==> config.mk <==
export PLATFORM = sky130hd
export DESIGN_NAME = interval_timer
export DESIGN_NICKNAME = d
export VERILOG_FILES = /design/src/rtl/interval_timer_pkg.sv /design/src/rtl/interval_timer_bus.sv /design/src/rtl/interval_timer_regs.sv /design/src/rtl/interval_timer_count.sv /design/src/rtl/interval_timer.sv
export SDC_FILE = /design/constraint.sdc
export NUM_CORES = 1
export LEC_CHECK = 0
export BUFFER_PORTS_ARGS = -buffer_cell sky130_fd_sc_hd__buf_2
export CORE_MARGIN = 5
export CORE_UTILIZATION = 30
export CTS_CLUSTER_SIZE = 28
export DETAILED_ROUTE_END_ITERATION = 7
export PLACE_DENSITY = 0.47
export SYNTH_ARGS = -nofsm -noshare
export SYNTH_HDL_FRONTEND = slang
export SYNTH_HIERARCHICAL = 1
export SYNTH_SLANG_ARGS = --single-unit
==> constraint.sdc <==
create_clock -name clk -period 3.4 [get_ports clk]
set_input_delay 0.17 -clock clk [delete_from_list [all_inputs] [get_ports clk]]
set_output_delay 0.17 -clock clk [all_outputs]
set_load 0.01 [all_outputs]
==> src/rtl/interval_timer_pkg.sv <==
// Package: shared constants, access size codes and lane helpers for the
// interval timer. Assumes a 32-bit register word built from 8-bit lanes.
package interval_timer_pkg;

    localparam int WORD_W    = 32;
    localparam int LANE_W    = 8;
    localparam int NUM_LANES = WORD_W / LANE_W;

    // Control word bit positions
    localparam int CTL_RELOAD_BIT = 0;
    localparam int CTL_RUN_BIT    = 2;

    // Register byte offsets
    localparam logic [3:0] OFF_SCRATCH = 4'h0;
    localparam logic [3:0] OFF_CONTROL = 4'h4;
    localparam logic [3:0] OFF_PERIOD  = 4'h8;
    localparam logic [3:0] OFF_COUNT   = 4'hC;

    typedef enum logic [1:0] {
        SZ_BYTE = 2'b00,
        SZ_HALF = 2'b01,
        SZ_WORD = 2'b10,
        SZ_RSVD = 2'b11
    } access_size_e;

    typedef enum logic [1:0] {
        SEL_SCRATCH,
        SEL_CONTROL,
        SEL_PERIOD,
        SEL_COUNT
    } reg_sel_e;

    // Reverse lane order: bus lane 0 holds the register's top byte
    function automatic logic [WORD_W-1:0] lane_swap(input logic [WORD_W-1:0] v);
        logic [WORD_W-1:0] r;
        for (int i = 0; i < NUM_LANES; i++) begin
            r[i*LANE_W +: LANE_W] = v[(NUM_LANES-1-i)*LANE_W +: LANE_W];
        end
        return r;
    endfunction

endpackage

==> src/rtl/interval_timer_bus.sv <==
// Module: bus decoder for the interval timer.
// Decodes one single-cycle request per access, qualifies it as legal or
// illegal, issues write strobes for the writable registers and returns
// registered acknowledge, error and read data one cycle later.
// Assumes requests arrive as one-cycle pulses on bus_req.
module interval_timer_bus
    import interval_timer_pkg::*;
#(
    parameter int ADDR_W = 4
) (
    input  logic              clk,
    input  logic              rst_n,
    input  logic              bus_req,
    input  logic              bus_we,
    input  logic [ADDR_W-1:0] bus_addr,
    input  logic [1:0]        bus_size,
    input  logic [WORD_W-1:0] bus_wdata,
    input  logic [WORD_W-1:0] scratch_q,
    input  logic [WORD_W-1:0] control_q,
    input  logic [WORD_W-1:0] period_q,
    input  logic [WORD_W-1:0] count_q,
    output logic              scratch_we,
    output logic              control_we,
    output logic              period_we,
    output logic [WORD_W-1:0] wr_value,
    output logic              bus_ack,
    output logic              bus_err,
    output logic [WORD_W-1:0] bus_rdata
);

    localparam int HI_W = (ADDR_W > 4) ? ADDR_W - 4 : 1;

    logic     hit;
    logic     legal;
    reg_sel_e sel;
    logic     upper_zero;

    // Purpose: check that address bits above the 16-byte window are clear
    generate
        if (ADDR_W > 4) begin : g_hi
            logic [HI_W-1:0] hi_bits;
            assign hi_bits    = bus_addr[ADDR_W-1:4];
            assign upper_zero = (hi_bits == '0);
        end else begin : g_nohi
            assign upper_zero = 1'b1;
        end
    endgenerate

    // Purpose: map the offset onto a register selector
    always_comb begin
        hit = upper_zero;
        sel = SEL_SCRATCH;
        case (bus_addr[3:0])
            OFF_SCRATCH: sel = SEL_SCRATCH;
            OFF_CONTROL: sel = SEL_CONTROL;
            OFF_PERIOD:  sel = SEL_PERIOD;
            OFF_COUNT:   sel = SEL_COUNT;
            default:     hit = 1'b0;
        endcase
    end

    // Purpose: qualify the access (word size, mapped offset, not a count write)
    always_comb begin
        legal = hit && (bus_size == SZ_WORD) && !(bus_we && sel == SEL_COUNT);
    end

    // Purpose: generate per-register write strobes and the lane-swapped value
    always_comb begin
        wr_value   = lane_swap(bus_wdata);
        scratch_we = bus_req && bus_we && legal && (sel == SEL_SCRATCH);
        control_we = bus_req && bus_we && legal && (sel == SEL_CONTROL);
        period_we  = bus_req && bus_we && legal && (sel == SEL_PERIOD);
    end

    // Purpose: register acknowledge, error flag and read data
    always_ff @(posedge clk) begin
        if (!rst_n) begin
            bus_ack   <= 1'b0;
            bus_err   <= 1'b0;
            bus_rdata <= '0;
        end else begin
            bus_ack   <= bus_req;
            bus_err   <= bus_req && !legal;
            bus_rdata <= '0;
            if (bus_req && !bus_we && legal) begin
                case (sel)
                    SEL_SCRATCH: bus_rdata <= lane_swap(scratch_q);
                    SEL_CONTROL: bus_rdata <= lane_swap(control_q);
                    SEL_PERIOD:  bus_rdata <= lane_swap(period_q);
                    default:     bus_rdata <= lane_swap(count_q);
                endcase
            end
        end
    end

endmodule

==> src/rtl/interval_timer_regs.sv <==
// Module: software-visible storage of the interval timer.
// Holds the scratch, control and period words. Each word is loaded only by
// its write strobe; no counting logic touches them.
module interval_timer_regs
    import interval_timer_pkg::*;
(
    input  logic              clk,
    input  logic              rst_n,
    input  logic              scratch_we,
    input  logic              control_we,
    input  logic              period_we,
    input  logic [WORD_W-1:0] wr_value,
    output logic [WORD_W-1:0] scratch_q,
    output logic [WORD_W-1:0] control_q,
    output logic [WORD_W-1:0] period_q
);

    // Purpose: scratch word, plain read/write storage
    always_ff @(posedge clk) begin
        if (!rst_n)          scratch_q <= '0;
        else if (scratch_we) scratch_q <= wr_value;
    end

    // Purpose: control word holding the run and reload bits
    always_ff @(posedge clk) begin
        if (!rst_n)          control_q <= '0;
        else if (control_we) control_q <= wr_value;
    end

    // Purpose: reload period
    always_ff @(posedge clk) begin
        if (!rst_n)         period_q <= '0;
        else if (period_we) period_q <= wr_value;
    end

endmodule

==> src/rtl/interval_timer_count.sv <==
// Module: down-counter and interrupt level of the interval timer.
// On a tick while running, a nonzero count drops by one; a zero count reloads
// from the period if reload is set, otherwise it holds at zero. The interrupt
// register tracks the next count and reload bit, so it reflects the state
// of the current cycle. Assumes tick is a one-cycle strobe on clk.
module interval_timer_count
    import interval_timer_pkg::*;
(
    input  logic              clk,
    input  logic              rst_n,
    input  logic              tick,
    input  logic              run,
    input  logic              reload_en,
    input  logic              reload_en_nxt,
    input  logic [WORD_W-1:0] period_q,
    output logic [WORD_W-1:0] count_q,
    output logic              irq
);

    logic [WORD_W-1:0] count_nxt;

    // Purpose: next count from tick, run, reload and the current count
    always_comb begin
        count_nxt = count_q;
        if (tick && run) begin
            if (count_q != '0)  count_nxt = count_q - 1'b1;
            else if (reload_en) count_nxt = period_q;
        end
    end

    // Purpose: live count register
    always_ff @(posedge clk) begin
        if (!rst_n) count_q <= '0;
        else        count_q <= count_nxt;
    end

    // Purpose: registered interrupt level, zero count with reload enabled
    always_ff @(posedge clk) begin
        if (!rst_n) irq <= 1'b0;
        else        irq <= (count_nxt == '0) && reload_en_nxt;
    end

endmodule

==> src/rtl/interval_timer.sv <==
// Module: interval timer top. Connects the bus decoder, the register store
// and the down-counter. One request per access, one tick strobe input and a
// level interrupt output. Synchronous active-low reset.
module interval_timer
    import interval_timer_pkg::*;
#(
    parameter int ADDR_W = 4
) (
    input  logic              clk,
    input  logic              rst_n,
    input  logic              tick,
    input  logic              bus_req,
    input  logic              bus_we,
    input  logic [ADDR_W-1:0] bus_addr,
    input  logic [1:0]        bus_size,
    input  logic [31:0]       bus_wdata,
    output logic              bus_ack,
    output logic              bus_err,
    output logic [31:0]       bus_rdata,
    output logic              irq
);

    logic [WORD_W-1:0] scratch_q;
    logic [WORD_W-1:0] control_q;
    logic [WORD_W-1:0] period_q;
    logic [WORD_W-1:0] count_q;
    logic [WORD_W-1:0] wr_value;
    logic              scratch_we;
    logic              control_we;
    logic              period_we;
    logic              reload_nxt;

    // Purpose: reload bit as it will stand after this edge
    always_comb begin
        reload_nxt = control_we ? wr_value[CTL_RELOAD_BIT] : control_q[CTL_RELOAD_BIT];
    end

    interval_timer_bus #(.ADDR_W(ADDR_W)) bus_i (
        .clk        (clk),
        .rst_n      (rst_n),
        .bus_req    (bus_req),
        .bus_we     (bus_we),
        .bus_addr   (bus_addr),
        .bus_size   (bus_size),
        .bus_wdata  (bus_wdata),
        .scratch_q  (scratch_q),
        .control_q  (control_q),
        .period_q   (period_q),
        .count_q    (count_q),
        .scratch_we (scratch_we),
        .control_we (control_we),
        .period_we  (period_we),
        .wr_value   (wr_value),
        .bus_ack    (bus_ack),
        .bus_err    (bus_err),
        .bus_rdata  (bus_rdata)
    );

    interval_timer_regs regs_i (
        .clk        (clk),
        .rst_n      (rst_n),
        .scratch_we (scratch_we),
        .control_we (control_we),
        .period_we  (period_we),
        .wr_value   (wr_value),
        .scratch_q  (scratch_q),
        .control_q  (control_q),
        .period_q   (period_q)
    );

    interval_timer_count count_i (
        .clk           (clk),
        .rst_n         (rst_n),
        .tick          (tick),
        .run           (control_q[CTL_RUN_BIT]),
        .reload_en     (control_q[CTL_RELOAD_BIT]),
        .reload_en_nxt (reload_nxt),
        .period_q      (period_q),
        .count_q       (count_q),
        .irq           (irq)
    );

endmodule

Word level (Yosys, flattened, before mapping)
Index checks and enable logic that the tools add are counted.

Eq/ne operators: 7. Reductions and logical operators: 22. Add/subtract/negate cells: 1. Muxes and demuxes: 7.

Operators with widths (count): 32-bit two-way mux (3); 32-bit case mux with 3 select lines (1); 32-bit logical NOT (1); 32-bit nonzero test (1); 32-bit by 1-bit subtractor with 32-bit output (second input constant) (1); 1-bit logical AND (13); 4-bit == test (second input constant) (2); 2-bit == test (second input constant) (3); 2-bit case mux with 3 select lines (1); 4-bit by 3-bit == test with 1-bit output (second input constant) (1); 4-bit logical NOT (1); 4-bit OR reduction (1); 1-bit logical NOT (3); 2-bit by 1-bit == test with 1-bit output (second input constant) (1); 2-bit logical NOT (1); 1-bit two-way mux (2); 2-bit AND reduction (1).

Input port bits: 43. Word-level logic and storage cells: 45. Output and inout port bits: 35. Bits in registers: 163.

Longest topological paths before layout
Depth in word-level cells: 10. Depth in mapped cells: 11.

By module
The synthesis kept the hierarchy.

Modules (own cells, without submodules): interval_timer_regs (area an instance 3753.6 sq um, cells an instance 310, sequential area each 1921.8 sq um, instances 1); interval_timer_count (area an instance 2417.3 sq um, cells an instance 317, sequential area each 660.6 sq um, instances 1); interval_timer_bus (area an instance 2154.6 sq um, cells an instance 246, sequential area each 680.7 sq um, instances 1); interval_timer (area an instance 15.0 sq um, cells an instance 1, sequential area each 0.0 sq um, instances 1).

Worst setup path after synthesis
Ideal clock, no wire load.

Path type: reg-to-reg. From: reg count_i.count_q[0]. To: reg count_i.irq. Slack: 0.536 ns. Stages on the path, launching flop included: 11. Required time: 3.312 ns. Arrival time: 2.776 ns. Cell sequence: dfxtp_1 > inv_1 > ha_1 > nor3b_2 > nand4_1 > or4_1 > o22a_1 > o22ai_1 > o2111ai_1 > or4_1 > nor4_2.

Cells in the longest elaborated chain, start to end: 5.

RTL lines: from (decl) (RTL line interval_timer_count.sv:16) `output logic [WORD_W-1:0] count_q,`; from (signal assigned) (RTL line interval_timer_count.sv:34) `else count_q <= count_nxt;`; 32-bit by 1-bit subtractor with 32-bit output (tied with other cells) (RTL line interval_timer_count.sv:26) `if (count_q != '0) count_nxt = count_q - 1'b1;`; 32-bit two-way mux (RTL line interval_timer_count.sv:26); 32-bit two-way mux * (RTL line interval_timer_count.sv:25) `if (tick && run) begin`; 32-bit logical NOT * (RTL line interval_timer_count.sv:40) `else irq <= (count_nxt == '0) && reload_en_nxt;`; 1-bit logical AND * (RTL line interval_timer_count.sv:40); to (signal assigned) (RTL line interval_timer_count.sv:40); to (decl) (RTL line interval_timer_count.sv:17) `output logic irq`.

Mark *: on every way between the ends. The rest lies on a longest branch, timed or not. A chain may end at the register's enable or synchronous reset.

Final worst setup path
From: reg count_i.count_q[23]. To: reg count_i.irq.

Same word-level chain as after synthesis.

==> summary.md <==
| Metric | Value |
|---|---|
| Detailed Route Iter0 Violations | `471` |
| Maximum number of pins on one net before global-route repair | `59` |
| Post-synth EDFFs | `0` |
| Largest family of logic cells by synthesized area | `simple AND/OR/NAND/NOR gates` |
| Hold buffers post-CTS | `0` |
| Area Growth Syn to Fin | `13.7%` |
| Crit-path max FO | `12` |
| Worst vdd ir | `0.335 mV` |
| Clock skew | `0.0104 ns` |
| R2R cell count | `8` |
| FF+latch count, synth | `163` |
| Post-synth ARST share | `0%` |
| Worst slew margin | `32.1%` |
| IO Port Bufs | `77` |
| TritonRoute pass-1 iters | `4` |
| Final setup violation count | `0` |
| Multi-input logic area | `4350 µm²` |
| Primary FF master, synth | `dfxtp_1` |
| Most frequent cell after synthesis | `dfxtp_1` |
| Final period util | `94.7%` |
| Most common library cells after synthesis | `163 x dfxtp_1, 100 x mux2i_1, 96 x nor2b_1` |
| Critical Path RT | `3.74 ns` |
| Core footprint | `27600 µm²` |
| Clk sinks | `about 160` |
| Worst-skew pair later-pin latency | `0.43 ns` |
| Power Dens Cells | `around 460 nW/µm²` |
| Synth warn | `6` |
| Synth Area in Simple Gates | `21.1%` |
| Worst reg2reg endpoint | `count_i/irq` |
| Mux contribution to synthesized area | `12.2%` |
| Hold EP | `regs_i/period_q[18]` |
| Initial core utilization | `just over 30%` |
| Die area | `31200 µm²` |
| Cts bufs inserted | `17` |
| Register area | `roughly 3300 µm²` |
| Final Max Tran Viols | `0` |
| Synth Area in Compound Gates | `17.9%` |
| Dpl cells | `1272` |
| CTS tree | `built` |
| RePlAce Congestion | `about 0.94` |
| Remaining DRCs | `0` |
| Root Buffer | `clkbuf_16` |
| Setup CP Type | `reg -> reg` |
| Design Area, Final | `9490 µm²` |
| Fin crit period | `3.22 ns` |
| Synth area leader | `dfxtp_1` |
| Detailed-route wire length per cell | `20.4 µm` |
| Crit. End Element | `flip-flop` |
| # diodes | `0` |
| First-pass GRT wire length | `41.3 mm` |
| Die Wd | `approximately 180 µm` |
| Congestion Overflow GR | `0` |
| Final Hold Viols | `0` |
| WHS Path Cells | `3` |
| Final cell count without fillers | `1305` |
| Max-cap violations | `0` |
| Yosys cell types | `70` |
| # rows | `61` |
| Final Net Count | `a little under 1k` |
| RSZ-0062 raised after global routing | `false` |
| Status | `finished, final reports clean` |
| Detailed-route via count | `6721` |
| Hold wc startpoint | `bus_wdata[10]` |
| Detail-routed via count per cell | `5.15` |
| Total global-route track usage | `17.1%` |
| Setup TNS | `0 ns` |
| Clock transition at path regs | `0.07 ns` |
| Post-detail-place hpwl | `18.8 mm` |
| Chip height | `177 µm` |
| XOR/XNOR Fraction of Synth Area | `0%` |
| Final ANT Viol Nets | `0` |
| Reg2reg setup slack | `0.18 ns` |
| Area share of the largest cell type after synthesis | `39.1%` |
| CP arrival | `3.56 ns` |
| DRT Wirelength | `26.6 mm` |
| Register area share after synthesis | `39.1%` |
| Largest cells by area after synthesis | `dfxtp_1 39%, mux2i_1 12%, nor2b_1 7.2%` |
| Htree depth | `4` |
| Start of the worst register-to-register path | `count_i/count_q[23]` |
| Number of global-route vias before repair | `roughly 6.7k` |
| Startpoint Class | `flip-flop` |
| Post-DP Area | `between 8000 and 9000 µm²` |
| Max Buffers Root-to-Sink | `2` |
| Adder-cell share of the synthesized area | `0.420%` |
| Worst slew pin tran | `between 1 and 1.5 ns` |
| Mapped Cells | `874` |
| IO Pins | `78` |
| Initial antenna violation count | `0` |
| Share of layout cells above drive strength 1 | `~23%` |
| F_max | `311 MHz` |
| LEAKAGE | `about 3.3 nW` |
| Hold Crit Class | `in -> reg` |
| Total power | `4.32 mW` |
| Syn_area_per_cell | `~9.5 µm²` |
| FILL cells | `2916` |
| Synthesized Nets | `919` |
| Mapped cell area | `8340 µm²` |
## layout by cell type, fill, tap and decap left out, types with 3 or more instances in the layout
cell type,synthesis,layout
dfxtp_1,163,163
mux2i_1,100,100
nor2b_1,96,96
buf_2,11,77
nor2_1,72,68
a21oi_1,42,42
buf_4,41,42
o22ai_1,37,37
nand2_1,29,29
a2111oi_2,24,24
o21ai_0,22,22
clkbuf_16,0,17
nand3_1,15,15
nor3_1,14,14
inv_1,13,13
nor4_1,13,12
a211oi_1,12,12
and2_1,11,11
a21boi_0,8,8
o221a_2,8,8
nand4_1,8,8
o22a_1,7,7
or3_1,5,5
o2bb2ai_1,5,5
nor2_4,0,4
nor4_2,3,4
a2bb2oi_1,4,4
or4_1,4,4
nand2b_1,3,3
or2_2,3,3
clkinv_4,0,3
bufinv_16,0,3
and4_1,3,3
a31oi_1,3,3
## where the power goes
group | switching (mW) | internal [mW]
clock network | 0.822 | 1.19
registers | 0.00743 | 1.92
logic | 0.246 | 0.137
total | 1.07 | 3.25
## timing repair
action,in CTS,in global routing
endpoints found under the setup margin,0,1
buffers inserted,0,3
gates resized for setup,0,2
## how the worst max path moves through the flow
stage,cells after the start,slack (ns),endpoint,startpoint
detailed placement,8,0.12,count_i/irq,count_i/count_q[23]
global route,9,0.03,count_i/irq,count_i/count_q[23]
finish,8,0.18,count_i/irq,count_i/count_q[23]
CTS,8,0.09,count_i/irq,count_i/count_q[29]
floorplan,10,0.54,count_i/irq,count_i/count_q[0]
global placement,8,0.24,count_i/irq,count_i/count_q[23]
## through the flow
| step | setup slack (ns) | util, % | hold slack, ns |
|---|---|---|---|
| floorplan | 0.536 | - | 0.292 |
| global placement | 0.245 | 32.0 | 0.469 |
| detailed placement | 0.124 | 32.0 | 0.479 |
| CTS | 0.0938 | 34.2 | 0.0204 |
| global route | 0.0305 | 34.3 | 0.0319 |
| finish | 0.181 | 34.3 | 0.0320 |
## worst max-delay path, stage by stage, from the launching register on
cell and delay (ns):
dfxtp_1 0.40, nor4_2 0.51, and2_1 0.35, nand4_4 0.29, o22a_1 0.31, o22ai_1 0.27
o2111ai_1 0.23, or4_1 0.53, nor4_2 0.26
## final cells by class
type	instances	area share (%)
tap	378	4.99
timing repair buffer	121	7.81
inverter	15	0.594
sequential	163	34.4
clock buffer	19	4.77
clock inverter	11	1.62
multi-input combinational	598	45.8
## per-layer routing
metal	track usage, %	share of wire (%)	vias up
li1	-	-	3229
met1	23.2	47	3291
met2	27.1	47	164
met3	3.03	4.2	37
met4	6.45	2.4	0
met5	0	0	-
## registers in the layout, indices dropped and copies added, names as in the netlist
signal	count
count_i/irq	1
regs_i/period_q	32
regs_i/control_q	32
regs_i/scratch_q	32
bus_i/bus_rdata	32
bus_i/bus_ack	1
count_i/count_q	32
bus_i/bus_err	1
## kinds of logic (layout without fill, tap and decap cells)
kind of cell / count (synthesis) / count (layout)
AOI/OAI and AO/OA: 193 / 193
adders and majority gates: 3 / 3
buffers and inverters: 113 / 166
muxes: 101 / 101
and+or+nand+nor: 301 / 301
DFF: 163 / 163
Power figures use the tool's default switching activity.
